## config.mk

```make
export PLATFORM = sky130hd
export DESIGN_NAME = seq_ctrl_unit
export DESIGN_NICKNAME = d
export VERILOG_FILES = /design/src/rtl/seq_ctrl_pkg.sv /design/src/rtl/seq_regs.sv /design/src/rtl/seq_trig_ctrl.sv /design/src/rtl/seq_ctrl_unit.sv
export SDC_FILE = /design/constraint.sdc
export NUM_CORES = 1
export LEC_CHECK = 0
export ABC_AREA = 1
export CORE_AREA = 2 2 49 51
export DETAILED_ROUTE_END_ITERATION = 12
export DIE_AREA = 0 0 51 53
export PLACE_DENSITY = 0.75
export SLEW_MARGIN = 20
export SYNTH_ARGS = -nofsm -noshare
export SYNTH_HDL_FRONTEND = slang
export SYNTH_HIERARCHICAL = 1
export SYNTH_SLANG_ARGS = --single-unit
```

## constraint.sdc

```tcl
create_clock -name clk -period 1.6 [get_ports clk]
set_input_delay 0.32 -clock clk [delete_from_list [all_inputs] [get_ports clk]]
set_output_delay 0.32 -clock clk [all_outputs]
set_load 0.05 [all_outputs]
```

## src/rtl/seq_ctrl_pkg.sv

```systemverilog
package seq_ctrl_pkg;

  localparam int unsigned CFG_ADDR = 0;
  localparam int unsigned SEQ_ADDR = 1;
  localparam int unsigned SEQ_BITS = 7;
  localparam logic [SEQ_BITS-1:0] SEQ_RESET = 7'b010_0000;

  typedef struct packed {
    logic trigEn;
    logic lvlSel;
    logic polSel;
    logic irqEn;
  } trigCfg_t;

  typedef struct packed {
    logic seqWrite;
  } dpStrobe_t;

  typedef struct packed {
    logic scf;
  } ctrlStat_t;

endpackage

```

## src/rtl/seq_regs.sv

```systemverilog
module seq_regs
  import seq_ctrl_pkg::*;
#(
  parameter int ADDR_W  = 2,
  parameter int DATA_W  = 8,
  parameter int MAX_LEN = 8,
  localparam int LEN_W  = $clog2(MAX_LEN + 1)
) (
  input  logic              clk,
  input  logic              rstN,
  input  logic [ADDR_W-1:0] regAddr,
  input  logic [DATA_W-1:0] regWdata,
  input  logic              regWe,
  input  ctrlStat_t         stat,
  output trigCfg_t          cfg,
  output dpStrobe_t         strobe,
  output logic [DATA_W-1:0] regRdata,
  output logic [LEN_W-1:0]  seqLen,
  output logic              fifoEn,
  output logic [1:0]        frzMode
);

  logic [SEQ_BITS-1:0] seqReg;
  logic [3:0]          lenField;
  logic                cfgHit, seqHit;
  logic                unusedHigh;

  assign cfgHit     = (regAddr == ADDR_W'(CFG_ADDR));
  assign seqHit     = (regAddr == ADDR_W'(SEQ_ADDR));
  assign unusedHigh = ^regWdata[DATA_W-1:SEQ_BITS];
  assign strobe.seqWrite = regWe && seqHit;

  always_ff @(posedge clk) begin
    if (!rstN) begin
      cfg    <= '0;
      seqReg <= SEQ_RESET;
    end else if (regWe) begin
      if (cfgHit) begin
        cfg.polSel <= regWdata[0];
        cfg.lvlSel <= regWdata[1];
        cfg.trigEn <= regWdata[2];
        cfg.irqEn  <= regWdata[3];
      end
      if (seqHit) seqReg <= regWdata[SEQ_BITS-1:0];
    end
  end

  assign lenField = seqReg[6:3];
  assign fifoEn   = seqReg[2];
  assign frzMode  = seqReg[1:0];

  always_comb begin
    if (lenField == 4'd0 || int'(lenField) > MAX_LEN) seqLen = LEN_W'(MAX_LEN);
    else                                               seqLen = LEN_W'(lenField);
  end

  always_comb begin
    regRdata = '0;
    if (cfgHit) begin
      regRdata[3:0] = {cfg.irqEn, cfg.trigEn, cfg.lvlSel, cfg.polSel};
      regRdata[4]   = cfg.irqEn & stat.scf;
    end else if (seqHit) begin
      regRdata[SEQ_BITS-1:0] = seqReg;
    end
  end

  assert_len_range_R8: assert property (@(posedge clk) disable iff (!rstN)
    (int'(seqLen) >= 1) && (int'(seqLen) <= MAX_LEN));

  assert_top_bit_zero_R7: assert property (@(posedge clk) disable iff (!rstN)
    seqHit |-> (regRdata[DATA_W-1] == 1'b0));

endmodule

```

## src/rtl/seq_trig_ctrl.sv

```systemverilog
module seq_trig_ctrl
  import seq_ctrl_pkg::*;
#(
  parameter int SYNC_STAGES = 2
) (
  input  logic      clk,
  input  logic      rstN,
  input  logic      extTrig,
  input  logic      seqDone,
  input  trigCfg_t  cfg,
  input  dpStrobe_t strobe,
  output ctrlStat_t stat,
  output logic      seqStart,
  output logic      seqAbort,
  output logic      irqOut
);

  logic [SYNC_STAGES-1:0] syncQ;
  logic trigNow, trigPrev;
  logic edgeHit, levelHit, trigHit;
  logic busy, scf;

  always_ff @(posedge clk) begin
    if (!rstN) begin
      syncQ    <= '0;
      trigPrev <= 1'b0;
    end else begin
      syncQ    <= {syncQ[SYNC_STAGES-2:0], extTrig};
      trigPrev <= trigNow;
    end
  end

  assign trigNow  = syncQ[SYNC_STAGES-1];
  assign edgeHit  = cfg.polSel ? (trigNow & ~trigPrev) : (~trigNow & trigPrev);
  assign levelHit = (trigNow == cfg.polSel);
  assign trigHit  = cfg.lvlSel ? levelHit : edgeHit;

  assign seqStart = cfg.trigEn & trigHit & ~busy & ~strobe.seqWrite & ~seqAbort;

  always_ff @(posedge clk) begin
    if (!rstN) begin
      busy     <= 1'b0;
      scf      <= 1'b0;
      seqAbort <= 1'b0;
    end else begin
      seqAbort <= strobe.seqWrite;
      if (strobe.seqWrite)  busy <= 1'b0;
      else if (seqStart)    busy <= 1'b1;
      else if (seqDone)     busy <= 1'b0;
      if (seqStart)                                  scf <= 1'b0;
      else if (seqDone && busy && !strobe.seqWrite)  scf <= 1'b1;
    end
  end

  assign stat.scf = scf;
  assign irqOut   = cfg.irqEn & scf;

  assert_start_when_idle_R1: assert property (@(posedge clk) disable iff (!rstN)
    seqStart |=> busy);

  assert_no_start_on_abort_R9: assert property (@(posedge clk) disable iff (!rstN)
    seqAbort |-> (!seqStart && !busy));

  assert_start_clears_irq_R10: assert property (@(posedge clk) disable iff (!rstN)
    seqStart |=> !irqOut);

endmodule

```

## src/rtl/seq_ctrl_unit.sv

```systemverilog
module seq_ctrl_unit
  import seq_ctrl_pkg::*;
#(
  parameter int ADDR_W      = 2,
  parameter int DATA_W      = 8,
  parameter int MAX_LEN     = 8,
  parameter int SYNC_STAGES = 2
) (
  input  logic                         clk,
  input  logic                         rstN,
  input  logic [ADDR_W-1:0]            regAddr,
  input  logic [DATA_W-1:0]            regWdata,
  input  logic                         regWe,
  output logic [DATA_W-1:0]            regRdata,
  input  logic                         extTrig,
  input  logic                         seqDone,
  output logic                         seqStart,
  output logic                         seqAbort,
  output logic                         irqOut,
  output logic [$clog2(MAX_LEN+1)-1:0] seqLen,
  output logic                         fifoEn,
  output logic [1:0]                   frzMode
);

  trigCfg_t  cfg;
  dpStrobe_t strobe;
  ctrlStat_t stat;

  seq_regs #(.ADDR_W(ADDR_W), .DATA_W(DATA_W), .MAX_LEN(MAX_LEN)) u_regs (
    .clk(clk), .rstN(rstN), .regAddr(regAddr), .regWdata(regWdata), .regWe(regWe),
    .stat(stat), .cfg(cfg), .strobe(strobe), .regRdata(regRdata),
    .seqLen(seqLen), .fifoEn(fifoEn), .frzMode(frzMode)
  );

  seq_trig_ctrl #(.SYNC_STAGES(SYNC_STAGES)) u_ctrl (
    .clk(clk), .rstN(rstN), .extTrig(extTrig), .seqDone(seqDone),
    .cfg(cfg), .strobe(strobe), .stat(stat),
    .seqStart(seqStart), .seqAbort(seqAbort), .irqOut(irqOut)
  );

endmodule

```

* Yosys cells after proc, flatten, opt, wreduce, memory -nomap -nowiden
Index checks and enable logic that the tools add are counted.
Word-level totals: register bits 17, latch bits 0, memory bits (writable) 0, ROM bits 0, output and inout port bits 18, word-level logic and storage cells 46, memories kept 0
Cells by class: add/subtract/negate cells 0, multiply operators 0, div/mod/pow operators 0, order comparisons 1, equal/unequal tests 2, shifts and indexed selects 0, multiplexer cells 8, bitwise logic cells 13, reduce and logical (&&, ||, !) cells 12
Operators by type and width (number):
- bitwise AND 1 bit | 7
- two-way mux 7 bit | 1
- NOT 1 bit | 6
- two-way mux 5 bit | 1
- greater-than comparator 4 bit (second input constant) | 1
- logical NOT 4 bit | 1
- two-way mux 1 bit | 4
- two-way mux 4 bit | 1
- AND reduction 2 bit | 2
- OR reduction 2 bit | 2
- logical AND 1 bit | 3
- equality test 2 x 1 -> 1 bit (second input constant) | 1
- logical NOT 2 bit | 1
- two-way mux 2 bit | 1
- nonzero test 2 bit | 1
- equality test 1 bit | 1
- logical NOT 1 bit | 1
- logical OR 1 bit | 1

* Logic depth before layout (Yosys ltp)
depth after elaboration 9, mapped depth 10

* Cells and area by module
Netlist, hierarchy kept.
Modules (own cells, without submodules):
- seq_regs | instances 1, cells an instance 95, area an instance 615.6 um^2, seq. area each 220.2 um^2
- seq_trig_ctrl | instances 1, cells an instance 40, area an instance 265.3 um^2, seq. area each 120.1 um^2

* Worst setup path before layout
OpenSTA, ideal clock, no wires.
path kind register to output, start point reg u_regs.seqReg[2], end point out regRdata[2], arrival time 1.457 ns, path slack -0.177 ns, cell stages (with the launch flop) 3, buffers on the path 0, cells stage by stage dfxtp_1 -> inv_1 -> o21ai_1
On the way: word-level cells in the longest chain between the ends 2
RTL lines:
- from (decl) | RTL line seq_regs.sv:23 | logic [SEQ_BITS-1:0] seqReg;
- from (signal assigned) | RTL line seq_regs.sv:44 | if (seqHit) seqReg <= regWdata[SEQ_BITS-1:0];
- two-way mux 7 bit | RTL line seq_regs.sv:62 | end else if (seqHit) begin
- two-way mux 5 bit | RTL line seq_regs.sv:59 | if (cfgHit) begin
- to (decl) | RTL line seq_ctrl_unit.sv:14 | output logic [DATA_W-1:0] regRdata,
Every way passes these cells.

* Worst setup path in the final report
start point reg u_regs.seqReg[3], end point out seqLen[0]
On the way: word-level cells in the longest chain between the ends 3
RTL lines:
- greater-than comparator 4 bit / logical NOT 4 bit (equally long branches) | RTL line seq_regs.sv:53 | if (lenField == 4'd0 || int'(lenField) > MAX_LEN) seqLen = LEN_W'(MAX_LEN);
- logical OR 1 bit | RTL line seq_regs.sv:53
- two-way mux 4 bit (*) | RTL line seq_regs.sv:53
- to (decl) | RTL line seq_ctrl_unit.sv:20 | output logic [$clog2(MAX_LEN+1)-1:0] seqLen,
Every way passes the cells marked *; elsewhere a longest branch is shown, timed or not.

==> run metrics <==
Clock Skew 0.005675 ns; met3 GRT Util 3.672%; RSZ-0062 raised after global routing yes; global routing's busiest layer met2; worst reg2reg endpoint u_ctrl/stat; port bufs 30; sequential area share after synthesis 38.64%; area fraction in compound gates after synthesis 6.818%; post-route setup slack 0.03316 ns; Synth-to-Final Area Change 62.22%; DRT iter0 DRCs 21; Clock Path Buffers 2; top fanout value on the critical path 2; Routed Antenna Nets 0; Yosys warnings 6; Die Y 53 µm; grt met2 use 32.03%; Synth Instances 135; Critical Path Source Type register; pwr/cell area 680.6 nW/µm²; CTS tree done; share of cells above drive strength 1 32.57%; post-synthesis mux area share 0%; post-layout util 66.51%; Hold Path Stages 3; H-tree levels 1; Crit. End Element output port; CP required 1.28 ns; initial core utilization 41.00%; Site Rows 17; wire per inst 10.30 µm; Pre-Repair DR Iteration Count 4; grt ovf 0; gp weighted congestion 0.7509; CTS Buf Count 3; WS Path Type register to output port; Hold Vio Cnt, Final 0; hpwl dp 1602 µm; R2R cell count 8; largest net degree at the start of global routing 14; Die W 51 µm; gr usage total 16.76%; Max Fclk 638.2 MHz; Boundary Pins 33; critical path capture point seqLen[0]; Max IR drop VDD 560.5 µV; syn avg cell area 6.525 µm²; DR DRC count 0; Root Driver clkbuf_4; Setup violations, final 0; vias per cell 4.557; leak pwr 0.7061 nW; R2R setup slack 0.56 ns; syn nets 150; final net count 191; antenna violations before repair 0; area of placed instances 1354 µm²; worst r2r src u_ctrl/syncQ[1]; Post-Synth Adder-Cell Area 0%; Design Power 0.9724 mW; Slew Limit Fails 0; worst min path class primary input to register; status complete, no violations; core footprint 2148 µm²; met1 GRT Util 17.10%; fill count 180; crit path DAT 1.25 ns; design area 1429 µm²; via count 925; Clk pin slew, worst setup/hold paths 0.10 ns; hold_buf cts 0; first-pass GRT wire length 3325 µm; DIE AREA 2703 µm²; Clock Latency Late Sink 0.28 ns; largest family of logic cells by synthesized area simple AND/OR/NAND/NOR gates; Antenna Cells 0; min Tclk post-route 1.567 ns; unique cell type count in the Yosys netlist 20; Yosys reg bits 17; final worst-path cycle share 97.93%; Synth Area in XOR/XNOR 0%; post-synthesis cell area 880.8 µm²; worst setup path startpoint u_regs/seqReg[3]; vias in the first global route 831; MaxCap Viol Count 0; simple-gate share of the synthesized area 38.64%; pre-CTS setup slack -0.3455 ns; clk sink count 17; final wirelength 2091 µm
-- routing by layer --
layer	vias up	wire (µm)
met3	2	109
met5	-	0
met1	418	850
met4	0	25
li1	480	-
met2	25	1106
-- stage by stage --
stage          hold slack [ns]  instances   TNS, ns
3_5_place_dp            0.4088        195    -2.506
6_report                0.3836        203         0
2_1_floorplan           0.3900        135         0
3_3_place_gp            0.4000        195    -2.366
4_1_cts                 0.4331        201         0
5_1_grt                 0.4008        203  -0.07666
-- worst min-delay path by stage --
stage                          from          endpoint
floorplan           u_ctrl/syncQ[0]   u_ctrl/syncQ[1]
global placement    u_ctrl/syncQ[0]   u_ctrl/syncQ[1]
detailed placement  u_ctrl/syncQ[0]   u_ctrl/syncQ[1]
CTS                 u_ctrl/syncQ[0]   u_ctrl/syncQ[1]
global route             regAddr[0]  u_regs/seqReg[5]
finish                   regAddr[0]  u_regs/seqReg[5]
-- synth_stat cells --
| master | count | area share, % |
|---|---|---|
| nand2_2 | 1 | 0.71 |
| a31oi_1 | 1 | 0.71 |
| buf_4 | 4 | 3.4 |
| nand3_4 | 1 | 2.0 |
| dfxtp_1 | 17 | 39 |
| nor2_2 | 3 | 2.1 |
| buf_6 | 2 | 2.6 |
| inv_2 | 2 | 0.85 |
| buf_2 | 1 | 0.57 |
| nand3b_1 | 4 | 3.4 |
| a21oi_1 | 4 | 2.3 |
| nand4_1 | 1 | 0.71 |
| o21ai_1 | 5 | 2.8 |
| or2_1 | 1 | 0.71 |
| nand2_1 | 41 | 17 |
| conb_1 | 1 | 0.43 |
| inv_1 | 19 | 8.1 |
| a21oi_2 | 1 | 0.99 |
| nand3_1 | 3 | 1.7 |
| nor2_1 | 23 | 9.8 |
-- critical path, cell delays in order, from the launching register on --
cell and delay (ns):
dfxtp_2 0.33, nor2_2 0.13, nand2_1 0.08, nand2_1 0.07, nand2_2 0.08, nor2_2 0.13, buf_12 0.15
-- cells by family after synthesis --
group / after synthesis
other: 1
AO/OA/AOI/OAI: 11
flip-flops: 17
buffers and inverters: 28
AND/OR/NAND/NOR: 78
-- power by group --
group / internal [mW] / switching, mW
Combinational: 0.129 / 0.162
Sequential: 0.442 / 0.0117
Clock: 0.0967 / 0.130
Total: 0.668 / 0.304
-- flip-flops by register name, indices dropped and copies added, names as in the netlist --
signal,flops
u_ctrl/seqAbort,1
u_ctrl/busy,1
u_regs/cfg,4
u_ctrl/stat,1
u_ctrl/trigPrev,1
u_regs/seqReg,7
u_ctrl/syncQ,2
-- placed cells by master, fill, tap and decap left out, types with 2 or more instances in the layout --
cell type and n:
buf_12 13, nand3b_1 4, a21oi_1 4, buf_4 17, nor2_2 5, clkbuf_4 3, nand2_2 3, o21ai_2 3
inv_1 17, nor2_1 20, nand3_1 3, nand2_1 39, clkbuf_2 2, dfxtp_1 13, inv_2 3, o21ai_1 2
clkdlybuf4s50_1 10, dfxtp_2 4
-- timing repair --
item / CTS / global route
setup buffers: 2 / 2
endpoints found under the setup margin: 10 / 6
gates cloned: 0 / 0
pin swaps: 3 / 1
resized for setup: 13 / 7
-- layout make-up --
type	instances	area, µm²	share of cell area [%]
Sequential cell	17	345.3	24.17
Clock buffer	4	26.28	1.839
Timing Repair Buffer	43	506.7	35.46
Multi-Input combinational cell	90	432.9	30.30
Tap cell	28	35.03	2.452
Inverter	21	82.58	5.779
Note: power is estimated with default switching activity, not from simulation.
